File: config.mk
export PLATFORM = sky130hd
export DESIGN_NAME = adc_seq_ctrl
export DESIGN_NICKNAME = d
export VERILOG_FILES = /design/src/rtl/adc_seq_pkg.sv /design/src/rtl/adc_noise_chain.sv /design/src/rtl/adc_sample_fifo.sv /design/src/rtl/adc_seq_ctrl.sv
export SDC_FILE = /design/constraint.sdc
export NUM_CORES = 1
export LEC_CHECK = 0
export ABC_AREA = 1
export BUFFER_PORTS_ARGS = -buffer_cell sky130_fd_sc_hd__buf_2
export CAP_MARGIN = 20
export CORE_MARGIN = 8
export CORE_UTILIZATION = 35
export DETAILED_ROUTE_END_ITERATION = 10
export GPL_TIMING_DRIVEN = 0
export SLEW_MARGIN = 20
export SYNTH_ARGS = -nofsm -noshare
export SYNTH_HDL_FRONTEND = slang
export SYNTH_SLANG_ARGS = --single-unit
File: constraint.sdc
create_clock -name clk -period 21.6 [get_ports clk]
set_input_delay 2.16 -clock clk [delete_from_list [all_inputs] [get_ports clk]]
set_output_delay 2.16 -clock clk [all_outputs]
set_load 0.02 [all_outputs]
File: src/rtl/adc_seq_pkg.sv
// Shared constants for the four-sequencer sample controller.
// Assumes byte addresses on an 8-bit register port and 32-bit data.
package adc_seq_pkg;
    localparam int ADDR_W      = 8;
    localparam int DATA_W      = 32;
    localparam int NOISE_W     = 32;
    localparam int SEL_W       = 4;
    localparam logic [SEL_W-1:0]   TRIG_CODE  = 4'd5;
    localparam logic [NOISE_W-1:0] NOISE_MUL  = 32'd314159;
    localparam logic [NOISE_W-1:0] NOISE_SEED = 32'h1234_5678;
    localparam int SAMPLE_BASE = 'h200;

    localparam logic [ADDR_W-1:0] ADDR_EN   = 8'h00;
    localparam logic [ADDR_W-1:0] ADDR_RAW  = 8'h04;
    localparam logic [ADDR_W-1:0] ADDR_MASK = 8'h08;
    localparam logic [ADDR_W-1:0] ADDR_OVF  = 8'h0C;
    localparam logic [ADDR_W-1:0] ADDR_SEL  = 8'h10;
    localparam logic [ADDR_W-1:0] ADDR_FIFO = 8'h20;
    localparam int                FIFO_STRIDE = 4;
endpackage

File: src/rtl/adc_noise_chain.sv
// Combinational multiply-add generator chain: one stage per sequencer.
// A stage advances the state only when its sequencer accepts the trigger.
// Lower indices advance first. Assumes SAMPLE_W is wide enough for base+7.
module adc_noise_chain
    import adc_seq_pkg::*;
#(
    parameter int NUM_SEQ  = 4,
    parameter int SAMPLE_W = 12
) (
    input  logic [NOISE_W-1:0]                 state_in,
    input  logic [NUM_SEQ-1:0]                 accept,
    output logic [NOISE_W-1:0]                 state_out,
    output logic [NUM_SEQ-1:0][SAMPLE_W-1:0]   sample
);
    logic [NOISE_W-1:0] stage [0:NUM_SEQ];

    assign stage[0] = state_in;

    genvar g;
    generate
        for (g = 0; g < NUM_SEQ; g++) begin : g_stage
            logic [NOISE_W-1:0] advanced;
            // advance the state by one multiply-add step
            assign advanced     = stage[g] * NOISE_MUL + NOISE_W'(1);
            // pass the state through unless this sequencer accepts
            assign stage[g+1]   = accept[g] ? advanced : stage[g];
            // sample derived from the state after this sequencer's advance
            assign sample[g]    = SAMPLE_W'(SAMPLE_BASE) + SAMPLE_W'(advanced[18:16]);
        end
    endgenerate

    assign state_out = stage[NUM_SEQ];
endmodule

File: src/rtl/adc_sample_fifo.sv
// Per-sequencer sample FIFO. A push into a full FIFO is dropped and
// reported through ovf_evt. A pop of an empty FIFO is ignored.
// dout shows the oldest entry, or 0 when the FIFO is empty.
// Assumes DEPTH is a power of two.
module adc_sample_fifo #(
    parameter int DEPTH    = 16,
    parameter int SAMPLE_W = 12
) (
    input  logic                clk,
    input  logic                rst_n,
    input  logic                push,
    input  logic [SAMPLE_W-1:0] din,
    input  logic                pop,
    output logic [SAMPLE_W-1:0] dout,
    output logic                full,
    output logic                ovf_evt
);
    localparam int PTR_W = $clog2(DEPTH);

    logic [SAMPLE_W-1:0] mem [DEPTH];
    logic [PTR_W-1:0]    head_q, tail_q;
    logic [PTR_W:0]      count_q;
    logic                empty, push_ok, pop_ok;

    assign empty   = (count_q == '0);
    assign full    = (count_q == (PTR_W+1)'(DEPTH));
    assign push_ok = push && !full;
    assign pop_ok  = pop && !empty;
    assign ovf_evt = push && full;
    assign dout    = empty ? '0 : mem[tail_q];

    // storage write on an accepted push
    always_ff @(posedge clk) begin
        if (push_ok) begin
            mem[head_q] <= din;
        end
    end

    // pointer and occupancy upkeep
    always_ff @(posedge clk) begin
        if (!rst_n) begin
            head_q  <= '0;
            tail_q  <= '0;
            count_q <= '0;
        end else begin
            if (push_ok) head_q <= head_q + PTR_W'(1);
            if (pop_ok)  tail_q <= tail_q + PTR_W'(1);
            count_q <= count_q + (PTR_W+1)'(push_ok) - (PTR_W+1)'(pop_ok);
        end
    end
endmodule

File: src/rtl/adc_seq_ctrl.sv
// Four-sequencer triggered sample controller: register file, trigger
// filter, generator state, per-sequencer FIFOs and masked interrupts.
// Assumes single-cycle rd_en/wr_en strobes; read data is combinational.
module adc_seq_ctrl
    import adc_seq_pkg::*;
#(
    parameter int NUM_SEQ    = 4,
    parameter int FIFO_DEPTH = 16,
    parameter int SAMPLE_W   = 12
) (
    input  logic              clk,
    input  logic              rst_n,
    input  logic              trig,
    input  logic              wr_en,
    input  logic              rd_en,
    input  logic [ADDR_W-1:0] addr,
    input  logic [DATA_W-1:0] wdata,
    output logic [DATA_W-1:0] rdata,
    output logic [NUM_SEQ-1:0] irq
);
    localparam int SEL_BITS = SEL_W * NUM_SEQ;

    logic [NUM_SEQ-1:0]  en_q, mask_q, raw_q, ovf_q;
    logic [SEL_BITS-1:0] sel_q;
    logic [NOISE_W-1:0]  noise_q, noise_next;
    logic [NUM_SEQ-1:0]  accept, pop, ovf_evt, full;
    logic [NUM_SEQ-1:0][SAMPLE_W-1:0] sample, fifo_dout;
    logic                wr_raw, wr_ovf;

    assign wr_raw = wr_en && (addr == ADDR_RAW);
    assign wr_ovf = wr_en && (addr == ADDR_OVF);

    genvar g;
    generate
        for (g = 0; g < NUM_SEQ; g++) begin : g_seq
            // trigger filter: enabled and source code matches
            assign accept[g] = trig && en_q[g] && (sel_q[g*SEL_W +: SEL_W] == TRIG_CODE);
            // a read at this sequencer's FIFO address pops it
            assign pop[g]    = rd_en && (addr == ADDR_W'(ADDR_FIFO + FIFO_STRIDE * g));

            adc_sample_fifo #(
                .DEPTH    (FIFO_DEPTH),
                .SAMPLE_W (SAMPLE_W)
            ) u_fifo (
                .clk     (clk),
                .rst_n   (rst_n),
                .push    (accept[g]),
                .din     (sample[g]),
                .pop     (pop[g]),
                .dout    (fifo_dout[g]),
                .full    (full[g]),
                .ovf_evt (ovf_evt[g])
            );
        end
    endgenerate

    adc_noise_chain #(
        .NUM_SEQ  (NUM_SEQ),
        .SAMPLE_W (SAMPLE_W)
    ) u_noise (
        .state_in  (noise_q),
        .accept    (accept),
        .state_out (noise_next),
        .sample    (sample)
    );

    // configuration registers written by the bus
    always_ff @(posedge clk) begin
        if (!rst_n) begin
            en_q   <= '0;
            mask_q <= '0;
            sel_q  <= '0;
        end else if (wr_en) begin
            if (addr == ADDR_EN)   en_q   <= wdata[NUM_SEQ-1:0];
            if (addr == ADDR_MASK) mask_q <= wdata[NUM_SEQ-1:0];
            if (addr == ADDR_SEL)  sel_q  <= wdata[SEL_BITS-1:0];
        end
    end

    // status flags: write-one-to-clear, with a same-cycle set taking priority
    always_ff @(posedge clk) begin
        if (!rst_n) begin
            raw_q <= '0;
            ovf_q <= '0;
        end else begin
            raw_q <= (raw_q & ~(wr_raw ? wdata[NUM_SEQ-1:0] : '0)) | accept;
            ovf_q <= (ovf_q & ~(wr_ovf ? wdata[NUM_SEQ-1:0] : '0)) | ovf_evt;
        end
    end

    // generator state advances once per accepting sequencer
    always_ff @(posedge clk) begin
        if (!rst_n) noise_q <= NOISE_SEED;
        else        noise_q <= noise_next;
    end

    // combinational read-data multiplexer
    always_comb begin
        rdata = '0;
        if (rd_en) begin
            case (addr)
                ADDR_EN:   rdata[NUM_SEQ-1:0]  = en_q;
                ADDR_RAW:  rdata[NUM_SEQ-1:0]  = raw_q;
                ADDR_MASK: rdata[NUM_SEQ-1:0]  = mask_q;
                ADDR_OVF:  rdata[NUM_SEQ-1:0]  = ovf_q;
                ADDR_SEL:  rdata[SEL_BITS-1:0] = sel_q;
                default: begin
                    for (int n = 0; n < NUM_SEQ; n++) begin
                        if (pop[n]) rdata[SAMPLE_W-1:0] = fifo_dout[n];
                    end
                end
            endcase
        end
    end

    // per-line masked interrupt outputs
    assign irq = raw_q & mask_q;
endmodule

# --- Word-level counts from Yosys, hierarchy flattened ---
# Memory sizes are Yosys's and may differ from the RTL's. A register that Yosys moved wholly into a read port is not among the register bits.
# Index checks and enable logic that the tools add are counted.
op_classes:
  mux: 34
  bitwise: 7
  add_sub_neg: 24
  n_eq_ne: 16
  n_reduce_logical: 43
  mul: 4
ops:
  columns: ["op", "count"]
  rows:
  - ["$add A32 B1 Y32 const B", 4]
  - ["$mul A32 B19 Y32 const B", 4]
  - ["$mux W32", 4]
  - ["$mux W12", 8]
  - ["$add A10 B3 Y11 const A", 4]
  - ["$mux W4", 11]
  - ["$add A4 B1 Y4 const B", 8]
  - ["$eq A8 B6 Y1 const B", 4]
  - ["$logic_and A1 B1 Y1", 26]
  - ["$add A5 B1 Y5", 4]
  - ["$eq A5 B5 Y1 const B", 4]
  - ["$logic_not A5 Y1", 4]
  - ["$pmux W4 S5", 1]
  - ["$sub A5 B1 Y5", 4]
  - ["$eq A4 B3 Y1 const B", 4]
  - ["$eq A8 B4 Y1 const B", 2]
  - ["$mux W16", 1]
  - ["$pmux W8 S2", 1]
  - ["$and A4 B4 Y4", 3]
  - ["$eq A8 B3 Y1 const B", 1]
  - ["$eq A8 B5 Y1 const B", 1]
  - ["$logic_not A1 Y1", 8]
  - ["$logic_not A8 Y1", 1]
  - ["$mux W1", 8]
  - ["4 further kinds", 8]
totals:
  output_inout_bits: 36
  ff_bits: 116
  memories: 4
  ram_bits: 704
mem_list:
  columns: ["memory", "depth", "width", "read_ports", "rd_clocked_by_memory_dff", "wr", "line", "rtl"]
  rows:
  - ["g_seq[0].u_fifo.mem", 16, 11, 1, 1, 1, "adc_sample_fifo.sv:20", "logic [SAMPLE_W-1:0] mem [DEPTH];"]
  - ["g_seq[1].u_fifo.mem", 16, 11, 1, 1, 1, "adc_sample_fifo.sv:20", null]
  - ["g_seq[2].u_fifo.mem", 16, 11, 1, 1, 1, "adc_sample_fifo.sv:20", null]
  - ["g_seq[3].u_fifo.mem", 16, 11, 1, 1, 1, "adc_sample_fifo.sv:20", null]

# --- Depth between registers and ports, before layout ---
# Gate-level depths: netlist of the first run.
depth:
  word_depth: 12
  depth_mapped: 92
  ltp_nobuf: 92

# --- Modules after synthesis ---
# A second synthesis of the first run with hierarchy kept.
hier_totals:
  hier_cells: 7507
  hier_area_um2: 71598.7
modules_own_cells:
  columns: ["mod", "area_per_inst_um2", "instances", "seq_area_each_um2", "cells_each"]
  rows:
  - ["adc_noise_chain", 33866.2, 1, 0.0, 4000]
  - ["adc_sample_fifo at g_seq[0].u_fifo ...", 8614.5, 2, 6105.9, 755]
  - ["adc_sample_fifo at g_seq[2].u_fifo ...", 8602.0, 2, 6105.9, 753]
  - ["adc_seq_ctrl", 3299.4, 1, 1281.2, 491]

# --- Least setup slack after synthesis of the first run ---
# OpenSTA, ideal clock, no wires.
synth_timing:
  path_type: "reg2reg"
  start: "register noise_q[2]"
  end: "memory g_seq[3].u_fifo.mem[0][2] in the netlist's numbering, data pin"
  arrival_ps: 16405
  required_ps: 21303
  setup_time_ps: 297
  path_slack_ps: 4898
  synth_period_minus_slack_ps: 16702
  stages_incl_launch_ff: 73
  path_buffers: 0
  path_cell_list: "dfxtp_1 -> inv_1 -> fa_1 -> inv_1 -> ha_1 -> fa_1 -> ha_1 -> ha_1 -> ha_1 -> ha_1 -> xnor2_1 -> or2_2 -> o21ai_0 -> inv_1 -> fa_1 -> inv_1 -> ha_1 -> inv_1 -> [... 37 more ...] -> fa_1 -> inv_1 -> ha_1 -> nand2_1 -> o21ai_0 -> a21oi_1 -> a21o_1 -> nand2_1 -> nand2_1 -> nand2_1 -> inv_1 -> nand2_1 -> nand2_1 -> nand2_1 -> nand2_1 -> inv_1 -> nand2_1 -> and2_1"
synth_via:
  elab_chain_cells: 12
synth_lines:
  columns: ["item", "line", "rtl"]
  rows:
  - ["from (decl)", "adc_seq_ctrl.sv:25", "logic [NOISE_W-1:0] noise_q, noise_next;"]
  - ["from (signal assigned)", "adc_seq_ctrl.sv:94", "else noise_q <= noise_next;"]
  - ["$mul A32 B19 Y32", "adc_noise_chain.sv:24", "assign advanced = stage[g] * NOISE_MUL + NOISE_W'(1);"]
  - ["$add A32 B1 Y32", "adc_noise_chain.sv:24", null]
  - ["$mux W32 *", "adc_noise_chain.sv:26", "assign stage[g+1] = accept[g] ? advanced : stage[g];"]
  - ["$mul A32 B19 Y32", "adc_noise_chain.sv:24", null]
  - ["$add A32 B1 Y32", "adc_noise_chain.sv:24", null]
  - ["$mux W32 *", "adc_noise_chain.sv:26", null]
  - ["$mul A32 B19 Y32", "adc_noise_chain.sv:24", null]
  - ["$add A32 B1 Y32", "adc_noise_chain.sv:24", null]
  - ["$mux W32 *", "adc_noise_chain.sv:26", null]
  - ["$mul A32 B19 Y32 *", "adc_noise_chain.sv:24", null]
  - ["$add A32 B1 Y32 *", "adc_noise_chain.sv:24", null]
  - ["$add A10 B3 Y11 *", "adc_noise_chain.sv:28", "assign sample[g] = SAMPLE_W'(SAMPLE_BASE) + SAMPLE_W'(advanced[18:16]);"]
  - ["net g_seq[3].u_fifo.din[2]", "adc_sample_fifo.sv:12", "input logic [SAMPLE_W-1:0] din,"]
  - ["to (decl)", "adc_sample_fifo.sv:20", null]
# Mark *: on every way through the listed nets, which the timed path passes. The rest lies on a longest branch.

# --- Worst setup path after layout of the first run ---
layout_timing:
  start: "register noise_q[7]"
  end: "memory g_seq[3].u_fifo.mem[8][2] in the netlist's numbering, data pin"
# Same word-level chain as after synthesis.

==> impl_results.html, run 1 <==
<table>
<tr><th>Metric</th><th>Value</th></tr>
<tr><th colspan="2">Outcome</th></tr>
<tr><td>Outcome</td><td>finished clean</td></tr>
<tr><th colspan="2">Synthesis</th></tr>
<tr><td>Library cell occupying the most area in the post-synthesis netlist</td><td>sky130_fd_sc_hd__edfxtp_1</td></tr>
<tr><td>Number of warnings issued by yosys</td><td>0</td></tr>
<tr><td>Post-synth EDFFs</td><td>192</td></tr>
<tr><td>Main combinational cell family by area after synthesis</td><td>adder cells</td></tr>
<tr><td>Leading post-synthesis cells by cell area</td><td>sky130_fd_sc_hd__edfxtp_1 20%, sky130_fd_sc_hd__fa_1 18%, sky130_fd_sc_hd__ha_1 16%</td></tr>
<tr><td>Post-Syn Area per Cell</td><td>8.70 um^2</td></tr>
<tr><td>Cells after synthesis</td><td>3315</td></tr>
<tr><td>Compound-gate portion of the synthesized area</td><td>9.47%</td></tr>
<tr><td>XOR/XNOR Fraction of Synth Area</td><td>2.19%</td></tr>
<tr><td>Simple-gate share of the synthesized area</td><td>13.4%</td></tr>
<tr><td>Post-synthesis instance area</td><td>0.0288 mm^2</td></tr>
<tr><td>Synth Area in Adders</td><td>34.1%</td></tr>
<tr><td>Number of synthesized register bits</td><td>311</td></tr>
<tr><td>Yosys top cell area share</td><td>20.0%</td></tr>
<tr><td>Post-synthesis async set-or-reset flop share</td><td>0%</td></tr>
<tr><td>Sequential share of the synthesized area</td><td>28.3%</td></tr>
<tr><td>Fraction of synthesized area in multiplexers</td><td>1.11%</td></tr>
<tr><td>Yosys cell types</td><td>52</td></tr>
<tr><td>Primary flip-flop cell chosen by synthesis mapping</td><td>sky130_fd_sc_hd__edfxtp_1</td></tr>
<tr><th colspan="2">Route</th></tr>
<tr><td>Routed wire length</td><td>71400 um</td></tr>
<tr><td>Violation count after the first detailed-routing iteration</td><td>1187</td></tr>
<tr><td>DRC violation count after routing</td><td>0</td></tr>
<tr><td>Total number of vias</td><td>21500</td></tr>
<tr><td>Met1 layer wirelength in the final routing</td><td>33200 um</td></tr>
<tr><td>Met2 Wirelength</td><td>33300 um</td></tr>
<tr><td>Remaining antenna violation count</td><td>0</td></tr>
<tr><td>Avg Vias per Cell</td><td>4.75</td></tr>
<tr><td>Average routed wire per standard cell</td><td>15.8 um</td></tr>
<tr><td>Number of detailed-route iterations in the first pass</td><td>5</td></tr>
<tr><td>Top routing layer in use</td><td>met5</td></tr>
<tr><td>Length of routed met3 wiring</td><td>2970 um</td></tr>
<tr><th colspan="2">Setup path</th></tr>
<tr><td>Delay of the slowest critical-path stage</td><td>0.70 ns</td></tr>
<tr><td>Max stage delay cell, worst path</td><td>sky130_fd_sc_hd__and2_1</td></tr>
<tr><td>End of the worst register-to-register path</td><td>g_seq[3].u_fifo.mem[8][2]</td></tr>
<tr><td>Critical Path Most Common Cell</td><td>sky130_fd_sc_hd__inv_1</td></tr>
<tr><td>Class of the most critical setup path</td><td>reg2reg</td></tr>
<tr><td>Critical Path Sink</td><td>g_seq[3].u_fifo.mem[8][2]</td></tr>
<tr><td>Critical-path maximum fanout</td><td>16</td></tr>
<tr><td>Worst EP required</td><td>21.81 ns</td></tr>
<tr><td>Number of buffers and inverters on the critical path</td><td>24</td></tr>
<tr><td>Delay-heaviest family, CP</td><td>adder cells</td></tr>
<tr><td>Logic depth of the worst setup path including buffers</td><td>81</td></tr>
<tr><td>R2r worst-path depth</td><td>81</td></tr>
<tr><td>Worst setup path startpoint</td><td>noise_q[7]</td></tr>
<tr><td>Reg2Reg Launch Point</td><td>noise_q[7]</td></tr>
<tr><td>Arrival time reported for the critical path endpoint</td><td>19.47 ns</td></tr>
<tr><td>CP startpoint kind</td><td>register</td></tr>
<tr><td>Worst R2R Setup Slack</td><td>2.34 ns</td></tr>
<tr><td>Crit. End Element</td><td>register</td></tr>
<tr><th colspan="2">Placed design</th></tr>
<tr><td>Placer's final routability congestion estimate</td><td>0.862</td></tr>
<tr><td>Instance area after placement</td><td>0.0306 mm^2</td></tr>
<tr><td>Total half-perimeter wirelength after legalization and detailed placement</td><td>58500 um</td></tr>
<tr><td>Number of instances in the placed design</td><td>4459</td></tr>
<tr><td>Quantity of I/O buffers inserted on ports</td><td>46</td></tr>
<tr><th colspan="2">Hold path</th></tr>
<tr><td>HP Class</td><td>reg2reg</td></tr>
<tr><th colspan="2">Global route</th></tr>
<tr><td>Initial antenna violation count</td><td>2</td></tr>
<tr><td>Grt total ovfl</td><td>0</td></tr>
<tr><td>GRT Util Overall</td><td>15.8%</td></tr>
<tr><td>Vias in the first global route</td><td>21900</td></tr>
<tr><td>Maximum number of pins on one net before global-route repair</td><td>17</td></tr>
<tr><td>Global-route wire length before repair</td><td>116000 um</td></tr>
<tr><th colspan="2">Clocking</th></tr>
<tr><td>Clock latency at the later pin of the worst-skew pair</td><td>0.53 ns</td></tr>
<tr><td>Number of buffers between clock root and the deepest sink</td><td>3</td></tr>
<tr><td>Root buffer cell</td><td>sky130_fd_sc_hd__clkbuf_16</td></tr>
<tr><td>Num Clock Sinks</td><td>311</td></tr>
<tr><td>Number of buffers created by CTS</td><td>35</td></tr>
<tr><td>CTS H-Tree Depth</td><td>2</td></tr>
<tr><td>TritonCTS clock tree</td><td>built</td></tr>
<tr><td>Post-cts resize count</td><td>0</td></tr>
<tr><td>Count of hold-fix buffers inserted at cts</td><td>0</td></tr>
<tr><td>Clock Pin Slew Worst Setup and Hold Paths</td><td>0.06 ns</td></tr>
<tr><td>Setup Fix Bufs, Post-CTS</td><td>0</td></tr>
<tr><th colspan="2">STA</th></tr>
<tr><td>Unrepaired setup endpoints after global routing</td><td>false</td></tr>
<tr><td>Crit path time final</td><td>19.26 ns</td></tr>
<tr><td>Setup TNS</td><td>0 ns</td></tr>
<tr><td>Peak clock frequency supported by timing</td><td>51.9 MHz</td></tr>
<tr><td>Final-report setup violation count</td><td>0</td></tr>
<tr><td>Transition at the pin with the smallest max-transition slack</td><td>0.983 ns</td></tr>
<tr><td>Worst Clk Skew</td><td>0.0257 ns</td></tr>
<tr><td>Number of max-slew violations in the final report</td><td>0</td></tr>
<tr><td>Remaining max-slew budget at the tightest pin</td><td>33.8%</td></tr>
<tr><td>Count of final hold-check violations</td><td>0</td></tr>
<tr><td>Fin crit share</td><td>89.2%</td></tr>
<tr><th colspan="2">Cells and area</th></tr>
<tr><td>Area added between synthesis and finish</td><td>9.82%</td></tr>
<tr><td>Count of non-filler cells in the finished layout</td><td>4523</td></tr>
<tr><td>Layout cells sized above 1</td><td>4.98%</td></tr>
<tr><td>Post-layout net count</td><td>4099</td></tr>
<tr><td>Final cell area excluding filler cells</td><td>0.0317 mm^2</td></tr>
<tr><th colspan="2">Floorplanning</th></tr>
<tr><td>Area of the die</td><td>0.0918 mm^2</td></tr>
<tr><td>Boundary Pins</td><td>81</td></tr>
<tr><td>Die outline width</td><td>303 um</td></tr>
<tr><td>Initial Utilization</td><td>35.2%</td></tr>
<tr><td>Die span in y</td><td>303 um</td></tr>
<tr><td>Core area</td><td>0.0818 mm^2</td></tr>
<tr><td>Cell Rows</td><td>105</td></tr>
<tr><th colspan="2">Job</th></tr>
<tr><td>Max-cap viol count</td><td>0</td></tr>
<tr><th colspan="2">Power</th></tr>
<tr><td>PD cells</td><td>37.9 mW/mm^2</td></tr>
<tr><td>Pleak</td><td>0.0150 uW</td></tr>
<tr><td>Peak ir drop on the vdd network</td><td>48.8 uV</td></tr>
</table>
where the power goes:
group          internal, uW  switching [uW]
combinational          5.24            13.0
clock                   315             242
sequential              623          0.0809
area by class of cell:
class / count / area (um^2)
Fill cell: 8222 / 50200
Antenna cell: 1 / 2.50
Timing Repair Buffer: 59 / 335
Sequential cell: 311 / 8150
Tap cell: 1070 / 1340
Multi-Input combinational cell: 2153 / 17500
Clock inverter: 15 / 101
Inverter: 794 / 2980
Buffer: 72 / 335
Clock buffer: 48 / 965
cell usage after synthesis, drive strengths merged (4+ instances only):
| cell type | count |
|---|---|
| a211oi | 8 |
| a21o | 7 |
| a21oi | 184 |
| a31oi | 7 |
| buf | 26 |
| clkbuf | 46 |
| dfxtp | 119 |
| edfxtp | 192 |
| fa | 261 |
| ha | 367 |
| inv | 793 |
| mux2i | 32 |
| nand2 | 487 |
| nand3 | 170 |
| nand3b | 6 |
| nand4 | 12 |
| nor2 | 198 |
| nor3 | 29 |
| o211ai | 31 |
| o21a | 4 |
| o21ai | 206 |
| o21bai | 12 |
| o221ai | 8 |
| or2 | 6 |
| xnor2 | 27 |
| xor2 | 45 |
how the worst min path moves through the flow:
stage / start / end / slack (ns) / cells after the start
3_3_place_gp: g_seq[3].u_fifo.tail_q[3] / register / 0.43 / 1
5_1_grt: g_seq[3].u_fifo.tail_q[3] / g_seq[3].u_fifo.tail_q[3] / 0.47 / 1
2_1_floorplan: g_seq[3].u_fifo.tail_q[3] / register / 0.41 / 1
3_5_place_dp: g_seq[3].u_fifo.tail_q[3] / register / 0.43 / 1
6_report: g_seq[3].u_fifo.tail_q[3] / register / 0.44 / 1
4_1_cts: g_seq[3].u_fifo.tail_q[3] / register / 0.44 / 1
cell families (layout without fill, tap and decap cells):
logic type                 Yosys count  count (layout)
DFF                                311             311
and+or+nand+nor                    916             916
other                                1              17
adders and majority gates          628             628
AOI/OAI and AO/OA                  489             489
xor gates and xnor gates            72              72
muxes                               32              32
buffers and inverters              866             988
flip-flops by register name, summed over array words and instances (netlist names), named ones only:
signal and count:
g_seq.u_fifo.head_q 16, mask_q 4, ovf_q 4, raw_q 4, g_seq.u_fifo.tail_q 16, g_seq.u_fifo.mem 192
g_seq.u_fifo.count_q 20, en_q 4, noise_q 19, sel_q 16
cell usage in the layout, fill, tap and decap left out, types with 4 or more instances in the layout:
cell type | synthesis | routed
sky130_fd_sc_hd__fa_1 | 261 | 261
sky130_fd_sc_hd__nand3_2 | 4 | 4
sky130_fd_sc_hd__a31oi_1 | 7 | 7
sky130_fd_sc_hd__inv_1 | 791 | 791
sky130_fd_sc_hd__mux2i_1 | 32 | 32
sky130_fd_sc_hd__dfxtp_1 | 119 | 119
sky130_fd_sc_hd__clkbuf_16 | 0 | 35
sky130_fd_sc_hd__o21bai_1 | 12 | 12
sky130_fd_sc_hd__buf_1 | 6 | 6
sky130_fd_sc_hd__o21ai_1 | 5 | 18
sky130_fd_sc_hd__xor2_1 | 45 | 43
sky130_fd_sc_hd__edfxtp_1 | 192 | 192
sky130_fd_sc_hd__buf_4 | 16 | 27
sky130_fd_sc_hd__a211oi_1 | 8 | 8
sky130_fd_sc_hd__o21a_1 | 4 | 4
sky130_fd_sc_hd__xnor2_1 | 27 | 27
sky130_fd_sc_hd__clkbuf_8 | 0 | 4
sky130_fd_sc_hd__buf_2 | 4 | 50
sky130_fd_sc_hd__o21ai_2 | 3 | 6
sky130_fd_sc_hd__clkinv_2 | 0 | 7
sky130_fd_sc_hd__conb_1 | 1 | 16
sky130_fd_sc_hd__a21oi_1 | 183 | 183
sky130_fd_sc_hd__clkbuf_1 | 46 | 55
sky130_fd_sc_hd__nor3_1 | 28 | 28
sky130_fd_sc_hd__nand3b_1 | 6 | 6
sky130_fd_sc_hd__o221ai_1 | 8 | 8
sky130_fd_sc_hd__clkinv_1 | 1 | 4
sky130_fd_sc_hd__o211ai_1 | 31 | 31
sky130_fd_sc_hd__or2_2 | 6 | 6
sky130_fd_sc_hd__nand2_2 | 12 | 12
sky130_fd_sc_hd__ha_1 | 367 | 367
sky130_fd_sc_hd__o21ai_0 | 198 | 182
sky130_fd_sc_hd__nand3_1 | 165 | 165
sky130_fd_sc_hd__nor2_1 | 197 | 197
sky130_fd_sc_hd__nand4_1 | 12 | 12
sky130_fd_sc_hd__nand2_1 | 474 | 474
sky130_fd_sc_hd__a21o_1 | 7 | 7
layer usage:
metal  up-vias  GRT usage [%]
li1      10800              -
met1     10200           21.3
met2       414           26.7
met3       108           1.73
met4         2           4.49
met5         -              0
metrics by stage:
stage	util, %	hold slack (ns)	total power [uW]	worst slack, ns
final	38.7	0.440	1200	2.34
after detailed placement	37.4	0.435	654	2.19
after global placement	37.2	0.430	654	1.23
after global routing	38.7	0.472	1240	1.04
after CTS	38.7	0.441	1210	2.07
after floorplan	-	0.412	646	4.90
Power figures use the tool's default switching activity.
==> inputs of run 2 (changes only) <==
Settings changed: MAX_ROUTING_LAYER set to met4.
==> run 2 against run 1 <==
Compared with the run above:
- utilization stayed put
- total power hardly changed
- largest power group unchanged
- first-iteration DRC count decreased by 3.3%
- worst hold slack better by 0.0033 ns
==> impl_results.html, run 2 (same netlist as run 1, synthesis figures left out) <==
<table>
<tr><th>Metric</th><th>Value</th></tr>
<tr><th colspan="2">Outcome</th></tr>
<tr><td>Outcome</td><td>finished clean</td></tr>
<tr><th colspan="2">Setup path</th></tr>
<tr><td>CP startpoint kind</td><td>register</td></tr>
<tr><td>Number of buffers and inverters on the critical path</td><td>24 (unchanged)</td></tr>
<tr><td>Delay of the slowest critical-path stage</td><td>0.67 ns (-0.03 ns)</td></tr>
<tr><td>Max stage delay cell, worst path</td><td>sky130_fd_sc_hd__and2_1</td></tr>
<tr><td>Delay-heaviest family, CP</td><td>adder cells</td></tr>
<tr><td>Critical Path Most Common Cell</td><td>sky130_fd_sc_hd__inv_1</td></tr>
<tr><td>Worst EP required</td><td>21.82 ns (about the same)</td></tr>
<tr><td>Crit. End Element</td><td>register</td></tr>
<tr><td>Class of the most critical setup path</td><td>reg2reg</td></tr>
<tr><td>Critical-path maximum fanout</td><td>16 (unchanged)</td></tr>
<tr><td>Arrival time reported for the critical path endpoint</td><td>19.44 ns (-0.03 ns)</td></tr>
<tr><th colspan="2">STA</th></tr>
<tr><td>Number of max-slew violations in the final report</td><td>0 (unchanged)</td></tr>
<tr><td>Peak clock frequency supported by timing</td><td>52.0 MHz (+0.21%)</td></tr>
<tr><td>Remaining max-slew budget at the tightest pin</td><td>35.0% (+1.2 points)</td></tr>
<tr><td>Setup TNS</td><td>0 ns (unchanged)</td></tr>
<tr><td>Fin crit share</td><td>89.0% (-0.19 points)</td></tr>
<tr><td>Count of final hold-check violations</td><td>0 (unchanged)</td></tr>
<tr><td>Unrepaired setup endpoints after global routing</td><td>false</td></tr>
<tr><td>Worst Clk Skew</td><td>0.0252 ns (-0.000435 ns)</td></tr>
<tr><td>Transition at the pin with the smallest max-transition slack</td><td>0.965 ns (-0.0177 ns)</td></tr>
<tr><td>Crit path time final</td><td>19.22 ns (-0.0402 ns)</td></tr>
<tr><td>Final-report setup violation count</td><td>0 (unchanged)</td></tr>
<tr><th colspan="2">Job</th></tr>
<tr><td>Max-cap viol count</td><td>0 (unchanged)</td></tr>
<tr><th colspan="2">Clocking</th></tr>
<tr><td>Number of buffers between clock root and the deepest sink</td><td>3 (unchanged)</td></tr>
<tr><td>Root buffer cell</td><td>sky130_fd_sc_hd__clkbuf_16</td></tr>
<tr><td>Clock Pin Slew Worst Setup and Hold Paths</td><td>0.06 ns (about the same)</td></tr>
<tr><td>Number of buffers created by CTS</td><td>35 (unchanged)</td></tr>
<tr><td>Clock latency at the later pin of the worst-skew pair</td><td>0.53 ns (about the same)</td></tr>
<tr><td>CTS H-Tree Depth</td><td>2 (unchanged)</td></tr>
<tr><td>Setup Fix Bufs, Post-CTS</td><td>0 (unchanged)</td></tr>
<tr><td>Post-cts resize count</td><td>0 (unchanged)</td></tr>
<tr><td>Num Clock Sinks</td><td>311 (unchanged)</td></tr>
<tr><td>TritonCTS clock tree</td><td>built</td></tr>
<tr><td>Count of hold-fix buffers inserted at cts</td><td>0 (unchanged)</td></tr>
<tr><th colspan="2">Cells and area</th></tr>
<tr><td>Sequential cell area in the final layout</td><td>0.00815 mm^2 (unchanged)</td></tr>
<tr><td>Post-layout net count</td><td>4099 (unchanged)</td></tr>
<tr><td>Leading cell types in the layout, fill and taps excluded</td><td>791 x sky130_fd_sc_hd__inv_1, 474 x sky130_fd_sc_hd__nand2_1, 367 x sky130_fd_sc_hd__ha_1</td></tr>
<tr><td>Final cell area excluding filler cells</td><td>0.0317 mm^2 (unchanged)</td></tr>
<tr><td># fillers</td><td>8220 (-0.024%)</td></tr>
<tr><td>Area added between synthesis and finish</td><td>9.82% (unchanged)</td></tr>
<tr><td>Largest register by flop count</td><td>g_seq.u_fifo.mem</td></tr>
<tr><td>Max FFs per register</td><td>192 (unchanged)</td></tr>
<tr><td>Layout cells sized above 1</td><td>4.98% (unchanged)</td></tr>
<tr><td>Most common cell after layout, fill and taps aside</td><td>sky130_fd_sc_hd__inv_1</td></tr>
<tr><td>Regs by FF count</td><td>g_seq.u_fifo.mem (192), g_seq.u_fifo.count_q (20), noise_q (19)</td></tr>
<tr><td>Area of the multi-input gates</td><td>0.0175 mm^2 (unchanged)</td></tr>
<tr><th colspan="2">Power</th></tr>
<tr><td>Peak ir drop on the vdd network</td><td>48.6 uV (-0.58%)</td></tr>
<tr><td>Overall power after layout</td><td>1200 uW (about the same)</td></tr>
<tr><td>PD cells</td><td>37.9 mW/mm^2 (about the same)</td></tr>
<tr><td>Pleak</td><td>0.0150 uW (unchanged)</td></tr>
<tr><th colspan="2">Floorplanning</th></tr>
<tr><td>Boundary Pins</td><td>81 (unchanged)</td></tr>
<tr><td>Core area</td><td>0.0818 mm^2 (unchanged)</td></tr>
<tr><td>Die span in y</td><td>303 um (unchanged)</td></tr>
<tr><td>Area of the die</td><td>0.0918 mm^2 (unchanged)</td></tr>
<tr><td>Initial Utilization</td><td>35.2% (unchanged)</td></tr>
<tr><td>Cell Rows</td><td>105 (unchanged)</td></tr>
<tr><td>Die outline width</td><td>303 um (unchanged)</td></tr>
<tr><th colspan="2">Hold path</th></tr>
<tr><td>HP Class</td><td>reg2reg</td></tr>
<tr><th colspan="2">Route</th></tr>
<tr><td>Routed wire length</td><td>71400 um (about the same)</td></tr>
<tr><td>Avg Vias per Cell</td><td>4.76 (+0.16%)</td></tr>
<tr><td>Violation count after the first detailed-routing iteration</td><td>1148 (-3.3%)</td></tr>
<tr><td>Remaining antenna violation count</td><td>0 (unchanged)</td></tr>
<tr><td>Number of detailed-route iterations in the first pass</td><td>6 (+1)</td></tr>
<tr><td>Total number of vias</td><td>21500 (+0.16%)</td></tr>
<tr><td>DRC violation count after routing</td><td>0 (unchanged)</td></tr>
<tr><td>Average routed wire per standard cell</td><td>15.8 um (about the same)</td></tr>
<tr><th colspan="2">Placed design</th></tr>
<tr><td>Instance area after placement</td><td>0.0306 mm^2 (unchanged)</td></tr>
<tr><td>Placer's final routability congestion estimate</td><td>0.876 (+1.6%)</td></tr>
<tr><td>Quantity of I/O buffers inserted on ports</td><td>46 (unchanged)</td></tr>
<tr><td>Total half-perimeter wirelength after legalization and detailed placement</td><td>58500 um (unchanged)</td></tr>
<tr><th colspan="2">Global route</th></tr>
<tr><td>Global-route wire length before repair</td><td>116000 um (about the same)</td></tr>
<tr><td>Maximum number of pins on one net before global-route repair</td><td>17 (unchanged)</td></tr>
<tr><td>Grt total ovfl</td><td>0 (unchanged)</td></tr>
<tr><td>Global routing usage on met2</td><td>26.7% (about the same)</td></tr>
<tr><td>Most Used Layer, Global Route</td><td>met2</td></tr>
<tr><td>Initial antenna violation count</td><td>2 (unchanged)</td></tr>
<tr><td>Vias in the first global route</td><td>21900 (-0.064%)</td></tr>
<tr><td>Global routing usage on met1</td><td>21.3% (about the same)</td></tr>
<tr><td>GRT Util Overall</td><td>16.3% (+0.46 points)</td></tr>
<tr><td>Met3 usage in global routing</td><td>1.73% (unchanged)</td></tr>
</table>
-- run 2: cell counts in the layout (fill, tap and decap cells not counted) --
No cell type changed its count.
-- run 2: through the flow --
step,worst slack (ns),cells,hold slack [ns],utilization (%)
2_1_floorplan,4.90,3330,0.412,-
3_3_place_gp,1.23,4446,0.430,37.2
3_5_place_dp,2.19,4459,0.435,37.4
4_1_cts,2.07,4522,0.441,38.7
5_1_grt,1.04,4523,0.472,38.7
6_report,2.38,4523,0.444,38.7
-- run 2: worst paths after layout --
path / start / endpoint / slack, ns / cells after the start
setup / recovery: noise_q[7] / g_seq[3].u_fifo.mem[8][2] / 2.38 / 81
hold / removal: g_seq[3].u_fifo.tail_q[3] / register / 0.44 / 1
setup reg to reg: noise_q[7] / g_seq[3].u_fifo.mem[8][2] / 2.38 / 81
hold reg to reg: g_seq[3].u_fifo.tail_q[3] / register / 0.44 / 1
-- run 2: metal layers --
metal  up-vias  part of all wire [%]
met5         -                     0
met4         0                   2.8
met3       109                   4.6
met2       480                    46
met1     10200                    46
li1      10800                     -
-- run 2: report_power, final --
part           total (uW)  internal [uW]  switching, uW  leakage [uW]
Combinational        18.3           5.24           13.0        0.0118
Clock                 558            315            242      0.000525
Sequential            623            623         0.0821       0.00267
Total                1200            944            256        0.0150
-- run 2: final cells by class --
cell class	count	area share, %
diodes	1	0.00790
plain buffers	72	1.06
clock buffers	48	3.05
clock inverters	15	0.320
inverters	794	9.41
multi-input cells	2153	55.1
flip-flops and latches	311	25.7
well taps	1070	4.23
repair buffers	59	1.06
==> inputs of run 3 (changes only) <==
Settings changed: BUFFER_PORTS_ARGS -buffer_cell sky130_fd_sc_hd__buf_2 to -buffer_cell sky130_fd_sc_hd__buf_4, CTS_BUF_LIST set to sky130_fd_sc_hd__clkbuf_2 sky130_fd_sc_hd__clkbuf_4 sky130_fd_sc_hd__clkbuf_8, CTS_CLUSTER_DIAMETER set to 150.
==> run 3 against run 2 <==
Compared with the run above:
- sequential power is essentially flat
- count of clock-buffer cells in the layout grew 33
- flip-flop and latch count unchanged
- register-to-register slack got worse by 0.11 ns
==> impl_results.html, run 3 (same netlist as run 1, synthesis figures left out) <==
<table>
<tr><th>Metric</th><th>Value</th></tr>
<tr><th colspan="2">Route</th></tr>
<tr><td>Violation count after the first detailed-routing iteration</td><td>1342 (+17%)</td></tr>
<tr><td>Average routed wire per standard cell</td><td>15.5 um (-1.6%)</td></tr>
<tr><td>Routed wire length</td><td>70800 um (-0.88%)</td></tr>
<tr><td>Avg Vias per Cell</td><td>4.72 (-0.89%)</td></tr>
<tr><td>Number of detailed-route iterations in the first pass</td><td>5 (-1)</td></tr>
<tr><td>Total number of vias</td><td>21500 (-0.14%)</td></tr>
<tr><td>DRC violation count after routing</td><td>0 (unchanged)</td></tr>
<tr><td>Remaining antenna violation count</td><td>0 (unchanged)</td></tr>
<tr><th colspan="2">Placed design</th></tr>
<tr><td>Placer's final routability congestion estimate</td><td>0.887 (+1.3%)</td></tr>
<tr><td>Quantity of I/O buffers inserted on ports</td><td>46 (unchanged)</td></tr>
<tr><td>Total half-perimeter wirelength after legalization and detailed placement</td><td>58500 um (-0.11%)</td></tr>
<tr><th colspan="2">Floorplanning</th></tr>
<tr><td>Boundary Pins</td><td>81 (unchanged)</td></tr>
<tr><td>Core area</td><td>0.0818 mm^2 (unchanged)</td></tr>
<tr><td>Initial Utilization</td><td>35.2% (unchanged)</td></tr>
<tr><td>Area of the die</td><td>0.0918 mm^2 (unchanged)</td></tr>
<tr><td>Cell Rows</td><td>105 (unchanged)</td></tr>
<tr><td>Die outline width</td><td>303 um (unchanged)</td></tr>
<tr><td>Die span in y</td><td>303 um (unchanged)</td></tr>
<tr><th colspan="2">Setup path</th></tr>
<tr><td>End of the worst register-to-register path</td><td>g_seq[3].u_fifo.mem[11][2]</td></tr>
<tr><td>Critical-path maximum fanout</td><td>16 (unchanged)</td></tr>
<tr><td>Delay of the slowest critical-path stage</td><td>0.65 ns (-0.02 ns)</td></tr>
<tr><td>Reg2Reg Launch Point</td><td>noise_q[7]</td></tr>
<tr><td>Delay-heaviest family, CP</td><td>adder cells</td></tr>
<tr><td>Critical Path Most Common Cell</td><td>sky130_fd_sc_hd__inv_1</td></tr>
<tr><td>Class of the most critical setup path</td><td>reg2reg</td></tr>
<tr><td>Arrival time reported for the critical path endpoint</td><td>19.60 ns (+0.16 ns)</td></tr>
<tr><td>CP startpoint kind</td><td>register</td></tr>
<tr><td>R2r worst-path depth</td><td>81 (unchanged)</td></tr>
<tr><td>Crit. End Element</td><td>register</td></tr>
<tr><td>Worst EP required</td><td>21.87 ns (+0.05 ns)</td></tr>
<tr><td>Max stage delay cell, worst path</td><td>sky130_fd_sc_hd__dfxtp_1</td></tr>
<tr><td>Number of buffers and inverters on the critical path</td><td>24 (unchanged)</td></tr>
<tr><td>Worst R2R Setup Slack</td><td>2.27 ns (-0.11 ns)</td></tr>
<tr><th colspan="2">Power</th></tr>
<tr><td>PD cells</td><td>37.1 mW/mm^2 (-2.0%)</td></tr>
<tr><td>Pleak</td><td>0.0151 uW (+0.58%)</td></tr>
<tr><td>Overall power after layout</td><td>1180 uW (-1.6%)</td></tr>
<tr><td>Peak ir drop on the vdd network</td><td>37.9 uV (-22%)</td></tr>
<tr><th colspan="2">Clocking</th></tr>
<tr><td>Clock latency at the later pin of the worst-skew pair</td><td>0.60 ns (+0.07 ns)</td></tr>
<tr><td>CTS H-Tree Depth</td><td>2 (unchanged)</td></tr>
<tr><td>Post-cts resize count</td><td>0 (unchanged)</td></tr>
<tr><td>Number of buffers between clock root and the deepest sink</td><td>3 (unchanged)</td></tr>
<tr><td>Number of buffers created by CTS</td><td>51 (+46%)</td></tr>
<tr><td>Setup Fix Bufs, Post-CTS</td><td>0 (unchanged)</td></tr>
<tr><td>Num Clock Sinks</td><td>311 (unchanged)</td></tr>
<tr><td>Root buffer cell</td><td>sky130_fd_sc_hd__clkbuf_8</td></tr>
<tr><td>TritonCTS clock tree</td><td>built</td></tr>
<tr><td>Count of hold-fix buffers inserted at cts</td><td>0 (unchanged)</td></tr>
<tr><td>Clock Pin Slew Worst Setup and Hold Paths</td><td>0.06 ns (about the same)</td></tr>
<tr><th colspan="2">Cells and area</th></tr>
<tr><td>Layout cells sized above 1</td><td>6.08% (+1.1 points)</td></tr>
<tr><td>Sequential cell area in the final layout</td><td>0.00815 mm^2 (unchanged)</td></tr>
<tr><td>Post-layout net count</td><td>4117 (+0.44%)</td></tr>
<tr><td>Area added between synthesis and finish</td><td>10.3%</td></tr>
<tr><td>Max FFs per register</td><td>192 (unchanged)</td></tr>
<tr><td>Area of the multi-input gates</td><td>0.0174 mm^2 (about the same)</td></tr>
<tr><td># fillers</td><td>8307 (+1.1%)</td></tr>
<tr><td>Largest register by flop count</td><td>g_seq.u_fifo.mem</td></tr>
<tr><td>Most common cell after layout, fill and taps aside</td><td>sky130_fd_sc_hd__inv_1</td></tr>
<tr><td>Regs by FF count</td><td>g_seq.u_fifo.mem (192), g_seq.u_fifo.count_q (20), noise_q (19)</td></tr>
<tr><td>Leading cell types in the layout, fill and taps excluded</td><td>791 x sky130_fd_sc_hd__inv_1, 474 x sky130_fd_sc_hd__nand2_1, 367 x sky130_fd_sc_hd__ha_1</td></tr>
<tr><th colspan="2">Job</th></tr>
<tr><td>Max-cap viol count</td><td>0 (unchanged)</td></tr>
<tr><th colspan="2">Hold path</th></tr>
<tr><td>Cell count of the worst hold path</td><td>1 (unchanged)</td></tr>
<tr><td>Worst min-delay path startpoint</td><td>g_seq[3].u_fifo.tail_q[3]</td></tr>
<tr><td>Worst Hold Path EP</td><td>g_seq[3].u_fifo.tail_q[3]</td></tr>
<tr><td>HP Class</td><td>reg2reg</td></tr>
<tr><th colspan="2">STA</th></tr>
<tr><td>Number of max-slew violations in the final report</td><td>0 (unchanged)</td></tr>
<tr><td>Fin crit share</td><td>89.5% (+0.50 points)</td></tr>
<tr><td>Transition at the pin with the smallest max-transition slack</td><td>1.02 ns (+0.0549 ns)</td></tr>
<tr><td>Unrepaired setup endpoints after global routing</td><td>false</td></tr>
<tr><td>Crit path time final</td><td>19.33 ns (+0.109 ns)</td></tr>
<tr><td>Setup TNS</td><td>0 ns (unchanged)</td></tr>
<tr><td>Worst Clk Skew</td><td>0.0225 ns (-0.00268 ns)</td></tr>
<tr><td>Remaining max-slew budget at the tightest pin</td><td>32.0% (-3.0 points)</td></tr>
<tr><td>Peak clock frequency supported by timing</td><td>51.7 MHz (-0.56%)</td></tr>
<tr><td>Count of final hold-check violations</td><td>0 (unchanged)</td></tr>
<tr><td>Final-report setup violation count</td><td>0 (unchanged)</td></tr>
<tr><th colspan="2">Outcome</th></tr>
<tr><td>Outcome</td><td>finished clean</td></tr>
<tr><th colspan="2">Global route</th></tr>
<tr><td>GRT Util Overall</td><td>16.1% (-0.17 points)</td></tr>
<tr><td>Maximum number of pins on one net before global-route repair</td><td>17 (unchanged)</td></tr>
<tr><td>Initial antenna violation count</td><td>1 (-1)</td></tr>
<tr><td>Global-route wire length before repair</td><td>115000 um (-1.2%)</td></tr>
<tr><td>Grt total ovfl</td><td>0 (unchanged)</td></tr>
<tr><td>Vias in the first global route</td><td>21800 (-0.50%)</td></tr>
</table>
==> run 3: worst max path at each step <==
stage                from                          to  depth (start not counted)
2_1_floorplan  noise_q[2]   g_seq[3].u_fifo.mem[0][2]                         72
3_3_place_gp         trig   g_seq[3].u_fifo.mem[8][0]                         53
3_5_place_dp   noise_q[7]  g_seq[3].u_fifo.mem[15][2]                         81
4_1_cts        noise_q[7]  g_seq[3].u_fifo.mem[11][2]                         81
5_1_grt        noise_q[7]  g_seq[3].u_fifo.mem[10][2]                         83
6_report       noise_q[7]  g_seq[3].u_fifo.mem[11][2]                         81
==> run 3: power by group <==
| part | leakage (uW) | switching (uW) | internal (uW) | total, uW |
|---|---|---|---|---|
| registers | 0.00267 | 0.0814 | 623 | 623 |
| logic | 0.0118 | 13.0 | 6.57 | 19.6 |
| clock network | 0.000584 | 238 | 299 | 537 |
| total | 0.0151 | 251 | 929 | 1180 |
==> run 3: area by class of cell <==
class | count | share of cell area [%]
Clock inverter | 14 | 0.350
Sequential cell | 311 | 25.6
Antenna cell | 1 | 0.00787
Timing Repair Buffer | 61 | 1.48
Buffer | 72 | 1.05
Inverter | 794 | 9.37
Multi-Input combinational cell | 2153 | 54.9
Tap cell | 1070 | 4.21
Clock buffer | 81 | 3.05
==> run 3: stage by stage <==
| stage | std cells | setup slack, ns | util, % | hold slack [ns] | instance area [um^2] |
|---|---|---|---|---|---|
| global route | 4557 | 1.12 | 38.9 | 0.459 | 31800 |
| CTS | 4556 | 2.12 | 38.9 | 0.448 | 31800 |
| finish | 4557 | 2.27 | 38.9 | 0.444 | 31800 |
| detailed placement | 4461 | 2.20 | 37.5 | 0.438 | 30700 |
| global placement | 4446 | 1.13 | 37.3 | 0.430 | 30600 |
| floorplan | 3330 | 4.90 | - | 0.412 | 28900 |
==> run 3: per-layer routing <==
layer  track usage, %  share of wire [%]
met5                -                  0
met4             4.40                2.9
met3             1.64                4.1
met2             26.1                 46
met1             21.4                 47
